**config.mk**
```make
export PLATFORM = sky130hd
export DESIGN_NAME = tlbf_top
export DESIGN_NICKNAME = d
export VERILOG_FILES = /design/src/rtl/tlbf_pkg.sv /design/src/rtl/tlbf_ctrl.sv /design/src/rtl/tlbf_dpath.sv /design/src/rtl/tlbf_top.sv
export SDC_FILE = /design/constraint.sdc
export NUM_CORES = 1
export LEC_CHECK = 0
export BUFFER_PORTS_ARGS = -buffer_cell sky130_fd_sc_hd__clkbuf_2
export CORE_UTILIZATION = 41
export DETAILED_ROUTE_END_ITERATION = 6
export PLACE_DENSITY = 0.76
export SYNTH_ARGS = -nofsm -noshare
export SYNTH_HDL_FRONTEND = slang
export SYNTH_SLANG_ARGS = --single-unit
```
**constraint.sdc**
```tcl
create_clock -name clk -period 3.1 [get_ports clk]
set_clock_uncertainty 0.1 [all_clocks]
set_input_delay 0.93 -clock clk [delete_from_list [all_inputs] [get_ports clk]]
set_output_delay 0.93 -clock clk [all_outputs]
set_load 0.005 [all_outputs]
```
**src/rtl/tlbf_pkg.sv**
```systemverilog
package tlbf_pkg;
  typedef enum logic [1:0] {
    SEL_FLUSH = 2'd0,
    SEL_RADDR = 2'd1,
    SEL_RMASK = 2'd2,
    SEL_REN   = 2'd3
  } tlbf_sel_e;

  // strobes from control to datapath
  typedef struct packed {
    logic flushWr;
    logic addrWr;
    logic maskWr;
    logic rangeStart;
    logic rangeDone;
  } tlbf_strobe_t;

  typedef enum logic [1:0] {
    RG_IDLE  = 2'd0,
    RG_ISSUE = 2'd1,
    RG_WAIT  = 2'd2
  } tlbf_range_e;
endpackage

```
**src/rtl/tlbf_ctrl.sv**
```systemverilog
module tlbf_ctrl
  import tlbf_pkg::*;
(
  input  logic         clk,
  input  logic         rstN,
  input  logic         cfgWrEn,
  input  logic [1:0]   cfgSel,
  input  logic         trigBit,
  input  logic         rangeAck,
  output tlbf_strobe_t strobe,
  output logic         rangeInv,
  output logic         rangeBusyCtl
);
  tlbf_range_e state, stateNext;
  logic        idle;

  assign idle = (state == RG_IDLE);

  always_comb begin
    strobe            = '0;
    strobe.flushWr    = cfgWrEn && (cfgSel == SEL_FLUSH);
    strobe.addrWr     = cfgWrEn && (cfgSel == SEL_RADDR) && idle;
    strobe.maskWr     = cfgWrEn && (cfgSel == SEL_RMASK) && idle;
    strobe.rangeStart = cfgWrEn && (cfgSel == SEL_REN) && trigBit && idle;
    strobe.rangeDone  = !idle && rangeAck;
  end

  always_comb begin
    stateNext = state;
    unique case (state)
      RG_IDLE:  if (strobe.rangeStart) stateNext = RG_ISSUE;
      RG_ISSUE: stateNext = rangeAck ? RG_IDLE : RG_WAIT;
      RG_WAIT:  if (rangeAck) stateNext = RG_IDLE;
      default:  stateNext = RG_IDLE;
    endcase
  end

  always_ff @(posedge clk or negedge rstN) begin
    if (!rstN) state <= RG_IDLE;
    else       state <= stateNext;
  end

  assign rangeInv     = (state == RG_ISSUE);
  assign rangeBusyCtl = !idle;
endmodule

```
**src/rtl/tlbf_dpath.sv**
```systemverilog
module tlbf_dpath
  import tlbf_pkg::*;
#(
  parameter int NUM_MASTERS = 6,
  parameter int MACRO_BIT   = 16,
  parameter int WALK_BIT    = 17,
  parameter int DATA_W      = 32,
  localparam int NT         = NUM_MASTERS + 2
) (
  input  logic               clk,
  input  logic               rstN,
  input  tlbf_strobe_t       strobe,
  input  logic [1:0]         cfgSel,
  input  logic [DATA_W-1:0]  cfgWrData,
  input  logic [NT-1:0]      ackVec,
  output logic [NT-1:0]      invVec,
  output logic [NT-1:0]      pendVec,
  output logic               enBit,
  output logic [DATA_W-1:0]  cfgRdData,
  output logic [DATA_W-1:0]  rangeAddr,
  output logic [DATA_W-1:0]  rangeMask
);
  logic [NT-1:0]     wrTgt;
  logic [NT-1:0]     setTgt;
  logic [DATA_W-1:0] flushRd;
  logic [DATA_W-1:0] addrReg, maskReg;

  // map register bit positions onto the target vector
  always_comb begin
    wrTgt = '0;
    for (int i = 0; i < NUM_MASTERS; i++) wrTgt[i] = cfgWrData[i];
    wrTgt[NUM_MASTERS]     = cfgWrData[MACRO_BIT];
    wrTgt[NUM_MASTERS + 1] = cfgWrData[WALK_BIT];
  end

  assign setTgt = wrTgt & {NT{strobe.flushWr}};

  for (genvar t = 0; t < NT; t++) begin : g_tgt
    logic pendQ, invQ;
    always_ff @(posedge clk or negedge rstN) begin
      if (!rstN) begin
        pendQ <= 1'b0;
        invQ  <= 1'b0;
      end else if (setTgt[t] && (!pendQ || ackVec[t])) begin
        pendQ <= 1'b1;
        invQ  <= 1'b1;
      end else begin
        invQ <= 1'b0;
        if (ackVec[t]) pendQ <= 1'b0;
      end
    end
    assign pendVec[t] = pendQ;
    assign invVec[t]  = invQ;
  end

  always_comb begin
    flushRd = '0;
    for (int i = 0; i < NUM_MASTERS; i++) flushRd[i] = pendVec[i];
    flushRd[MACRO_BIT] = pendVec[NUM_MASTERS];
    flushRd[WALK_BIT]  = pendVec[NUM_MASTERS + 1];
  end

  always_ff @(posedge clk or negedge rstN) begin
    if (!rstN) begin
      addrReg <= '0;
      maskReg <= '0;
      enBit   <= 1'b0;
    end else begin
      if (strobe.addrWr)     addrReg <= cfgWrData;
      if (strobe.maskWr)     maskReg <= cfgWrData;
      if (strobe.rangeStart) enBit   <= 1'b1;
      else if (strobe.rangeDone) enBit <= 1'b0;
    end
  end

  assign rangeAddr = addrReg & maskReg;
  assign rangeMask = maskReg;

  always_comb begin
    unique case (tlbf_sel_e'(cfgSel))
      SEL_FLUSH: cfgRdData = flushRd;
      SEL_RADDR: cfgRdData = addrReg;
      SEL_RMASK: cfgRdData = maskReg;
      default:   cfgRdData = {{(DATA_W-1){1'b0}}, enBit};
    endcase
  end
endmodule

```
**src/rtl/tlbf_top.sv**
```systemverilog
module tlbf_top
  import tlbf_pkg::*;
#(
  parameter int NUM_MASTERS = 6,
  parameter int MACRO_BIT   = 16,
  parameter int WALK_BIT    = 17,
  parameter int DATA_W      = 32
) (
  input  logic                   clk,
  input  logic                   rstN,
  input  logic                   cfgWrEn,
  input  logic [1:0]             cfgSel,
  input  logic [DATA_W-1:0]      cfgWrData,
  output logic [DATA_W-1:0]      cfgRdData,
  output logic [NUM_MASTERS-1:0] microInv,
  input  logic [NUM_MASTERS-1:0] microAck,
  output logic                   macroInv,
  input  logic                   macroAck,
  output logic                   walkInv,
  input  logic                   walkAck,
  output logic                   rangeInv,
  output logic [DATA_W-1:0]      rangeAddr,
  output logic [DATA_W-1:0]      rangeMask,
  input  logic                   rangeAck
);
  localparam int NT = NUM_MASTERS + 2;

  tlbf_strobe_t  strobe;
  logic [NT-1:0] ackVec, invVec, pendVec;
  logic          enBit, rangeBusyCtl;

  assign ackVec = {walkAck, macroAck, microAck};

  tlbf_ctrl i_ctrl (
    .clk(clk), .rstN(rstN), .cfgWrEn(cfgWrEn), .cfgSel(cfgSel),
    .trigBit(cfgWrData[0]), .rangeAck(rangeAck), .strobe(strobe),
    .rangeInv(rangeInv), .rangeBusyCtl(rangeBusyCtl)
  );

  tlbf_dpath #(
    .NUM_MASTERS(NUM_MASTERS), .MACRO_BIT(MACRO_BIT),
    .WALK_BIT(WALK_BIT), .DATA_W(DATA_W)
  ) i_dpath (
    .clk(clk), .rstN(rstN), .strobe(strobe), .cfgSel(cfgSel),
    .cfgWrData(cfgWrData), .ackVec(ackVec), .invVec(invVec),
    .pendVec(pendVec), .enBit(enBit), .cfgRdData(cfgRdData),
    .rangeAddr(rangeAddr), .rangeMask(rangeMask)
  );

  assign microInv = invVec[NUM_MASTERS-1:0];
  assign macroInv = invVec[NUM_MASTERS];
  assign walkInv  = invVec[NUM_MASTERS+1];
endmodule

```
# Yosys cells after proc, flatten, opt, wreduce, memory -nomap -nowiden
# Cells that the tools add are included.
# word_totals
ff_bits,83
in_bits,46
out_inout_bits,105
wordCells,106
# classes
n_eq_ne,7
mux,31
bitwise_logic,2
n_reduce_logical,46
# ops
op,count
$pmux W32 S3,1
$and A32 B32 Y32,1
$mux W1,26
$reduce_bool A2 Y1,9
$logic_and A1 B1 Y1,17
$logic_not A1 Y1,9
$and A8 B8 Y8,1
$logic_or A1 B1 Y1,8
$eq A2 B2 Y1 const B,3
$mux W2,3
$pmux W2 S3,1
$eq A2 B1 Y1 const B,2
$logic_not A2 Y1,2
$ne A2 B1 Y1 const B,1
$ne A2 B2 Y1 const B,1
$reduce_and A2 Y1,1

# Logic depth before layout (Yosys ltp)
# depth
word_depth,6
ltp_mapped,5
depth_no_buf,3

# Modules after synthesis
# From an unflattened synthesis, not the netlist that was laid out.
# unflattened
hier_cells,309
area_unflattened_um2,3896.2
# modules_own_cells
module,instances,cells_each,area_per_inst_um2
tlbf_dpath,1,293,3759.9
tlbf_ctrl,1,16,136.4

# Worst setup path before layout
# Ideal clock, no wire load.
# synth_timing
path_type,input port to output port
startpoint,in cfgSel[1]
endpoint,out cfgRdData[11]
arrival_ns,1.782
required_ns,2.070
path_slack_ns,0.288
stages,4
path_cell_list,buf_2 > nor2b_1 > clkbuf_1 > a22o_1
# synth_between
elab_chain_len,2
elab_cells_between_ends,4
# synth_lines
element,line_no,source
start: declaration,tlbf_top.sv:12,"input logic [1:0] cfgSel,"
$eq A2 B2 Y1 (tied with other cells),tlbf_dpath.sv:80,unique case (tlbf_sel_e'(cfgSel))
$pmux W32 S3 *,tlbf_dpath.sv:80,
end: declaration,tlbf_top.sv:14,"output logic [DATA_W-1:0] cfgRdData,"
# Every way passes the cells marked *; elsewhere a longest branch is shown, timed or not.

# Worst setup path in the final report
# layout_timing
startpoint,in cfgSel[0]
endpoint,out cfgRdData[19]
# The elaborated chain is that of the path after synthesis.

==> flow_summary.toml <==
[status]
status = "finished, violations left"
violations = "design-rule violations"

[cells_and_area]
fillCellCount = 754
nets = 496
drive_gt1_frac = 0.393
area_growth_pct = 27.8
n_antenna_cell = 0

[logic_synthesis]
synth-seq-cells = 83
syn_area_mm2 = 0.00377
ys_types = 22
syn-instance-count = 299
synthTopCellsByCount = "83 x dfrtp_1, 64 x mux2_1, 32 x and2_1, 24 x a22o_1, 17 x nand2_1"
synth-main-ff-cell = "dfrtp_1"
synth_fp_nets = 345
yosysMostFrequentCell = "dfrtp_1"
yosys.area.top_type_share = 0.551
synth_edf_count = 0
synth-seq-area-share = 0.551
synth_area_leaders = "dfrtp_1 55%, mux2_1 19%, a22o_1 5.6%"
synthArstFlopShare = 1.00
avgSynthCellArea_um2 = 12.6
synth_top_area_cell = "dfrtp_1"
ys_warn_count = 0

[sta]
fmax_mhz = 336
fin_crit_sh = 0.961
tns_ns = 0
rsz0062_at_grt = "false"
period_minus_slack_ns = 2.98
fin_ws_ns = 0.122
drv_slew = 0
finalHoldViolCount = 0
setup_viol = 0
slew_headroom = 0.565
tightest_slew_ns = 0.650

[cts]
worstSkewPairLatency_ns = 0.35
hold_buffers = 0
cts_tree = "done"
cts.path.max_buffers = 2
root_buffer = "clkbuf_8"
path_clk_slew_ns = 0.08
cts_setup_buffers = 0
cts_buffers = 9
cts.sinks = 83
htree_levels = 3
cts.repair.resized = 0

[worst_setup_path]
crit_chain = "clkbuf_2 -> nor2b_2 -> buf_4 -> a22o_1 -> clkbuf_2"
path_delay_family = "buffers and inverters"
cp_max_fo = 14
cpPeakStageDelay_ns = 0.25
start_kind = "input port"
critPathKind = "in -> out"
worstPathRequired_ns = 2.07
cpMostUsedCell = "clkbuf_2"
cp.arrival_ns = 1.95
end_kind = "output port"
critical_path_buf_inv_count = 3
cpMaxStageDelayCell = "clkbuf_2"

[global_routing]
grt_util_met3 = 0.0458
grt_overflow_total = 0
antenna_found_initial = 0
grt_pass1_wl_um = 14200
grt-busiest-layer = "met2"
grt_pass1_vias = 2882
grt_max_degree = 43
grt_util_all_layers = 0.189
met1_usage = 0.235
grt_use_met2 = 0.322

[power_and_ir_drop]
total_power_uw = 2870
p_leak_uw = 0.00245
ir_drop_mv = 0.299
cellPowerDensity_mw_per_mm2 = 595

[floorplan]
die_x_um = 97.8
core_area_mm2 = 0.00881
dieArea_mm2 = 0.00957
ios = 151
start_util = 0.428
row_count = 34
die_h_um = 97.8

[routing]
routedWlPerCell_um = 15.2
postRouteAntennaNets = 0
routed-via-count = 2846
drtIter0Drc = 73
drc = 16
firstDrtPassIters = 6
vias_per_cell = 5.06
routed_wl_um = 8540

[placed_design]
io_buffers = 150
dp_worst_setup_slack_ns = 0.127
gp_congestion = 0.767
dp_hpwl_um = 6270

[min_path]
worstHoldPathType = "reg -> reg"

[job]
max_cap_violations = 0
-- layer usage --
metal | part of all wire | vias up | wire, µm
met2 | 0.51 | 90 | 4320
met4 | 0.0096 | 0 | 82
met1 | 0.42 | 1411 | 3600
met5 | 0 | - | 0
li1 | - | 1338 | -
met3 | 0.063 | 7 | 540
-- kinds of logic (layout without fill, tap and decap cells) --
group	count (synthesis)	in the layout	synth area share
flops	83	83	0.551
mux	72	72	0.216
simple gates	58	58	0.0924
compound gates	49	49	0.0897
buf+inv	36	192	0.0482
xor+xnor	1	1	0.00233
-- power breakdown --
group          total, µW  internal [µW]  switching, µW
sequential          1450           1280            169
clock                744            374            370
combinational        670            385            285
total               2870           2040            825
-- stage by stage --
step / hold slack, ns / instances / area, µm² / util
2_1_floorplan: 0.332 / 299 / 3770 / -
3_3_place_gp: 0.351 / 547 / 4630 / 0.525
3_5_place_dp: 0.355 / 547 / 4630 / 0.525
4_1_cts: 0.365 / 563 / 4810 / 0.546
5_1_grt: 0.389 / 563 / 4810 / 0.546
6_report: 0.364 / 563 / 4810 / 0.546
-- worst register-to-register path: stages (launching register included) --
cell and delay [ns]:
dfrtp_1 0.48, nor2_1 0.23, nand3_4 0.44, mux2_1 0.49
-- path summary, 6_finish.rpt --
check / start / depth (start not counted) / endpoint / slack [ns]
hold / removal: i_dpath.g_tgt[6].pendQ$_DFFE_PN0P_ / 1 / i_dpath.g_tgt[6].invQ$_DFF_PN0_ / 0.36
max in group asynchronous: rstN / 2 / i_dpath.addrReg[21]$_DFFE_PN0P_ / 1.80
hold reg to reg: i_dpath.g_tgt[6].pendQ$_DFFE_PN0P_ / 1 / i_dpath.g_tgt[6].invQ$_DFF_PN0_ / 0.36
min in group asynchronous: rstN / 1 / i_dpath.g_tgt[2].invQ$_DFF_PN0_ / 0.46
setup / recovery: cfgSel[0] / 5 / cfgRdData[19] / 0.12
setup reg to reg: i_ctrl.state[1]$_DFFE_PN0P_ / 3 / i_dpath.addrReg[20]$_DFFE_PN0P_ / 1.24
-- final cells by class --
cell class / instances / area, µm² / share of cell area
sequential: 83 / 2080 / 0.432
clock inverter: 4 / 51.3 / 0.0107
timing repair buffer: 160 / 841 / 0.175
tap: 108 / 135 / 0.0281
multi-input combinational: 180 / 1510 / 0.314
inverter: 16 / 60.1 / 0.0125
clock buffer: 12 / 135 / 0.0281
-- registers in the layout, summed over array words and instances, names as in the netlist --
register,cells
i_dpath.addrReg,32
i_ctrl.state,2
i_dpath.g_tgt.pendQ,8
i_dpath.enBit,1
i_dpath.g_tgt.invQ,8
i_dpath.rangeMask,32
-- layout by cell type, fill, tap and decap left out, drive strengths merged, types with 2 or more instances in the layout --
master / Yosys / final
mux2i: 7 / 7
nor2b: 3 / 3
clkinv: 0 / 2
nor4: 2 / 2
o21ai: 16 / 16
dfrtp: 83 / 83
mux2: 64 / 64
a22o: 24 / 24
buf: 17 / 11
a21oi: 8 / 8
nand2: 17 / 17
inv: 16 / 16
and2: 32 / 32
clkbuf: 3 / 161
nor2: 2 / 2
(Power assumes the default switching activity.)
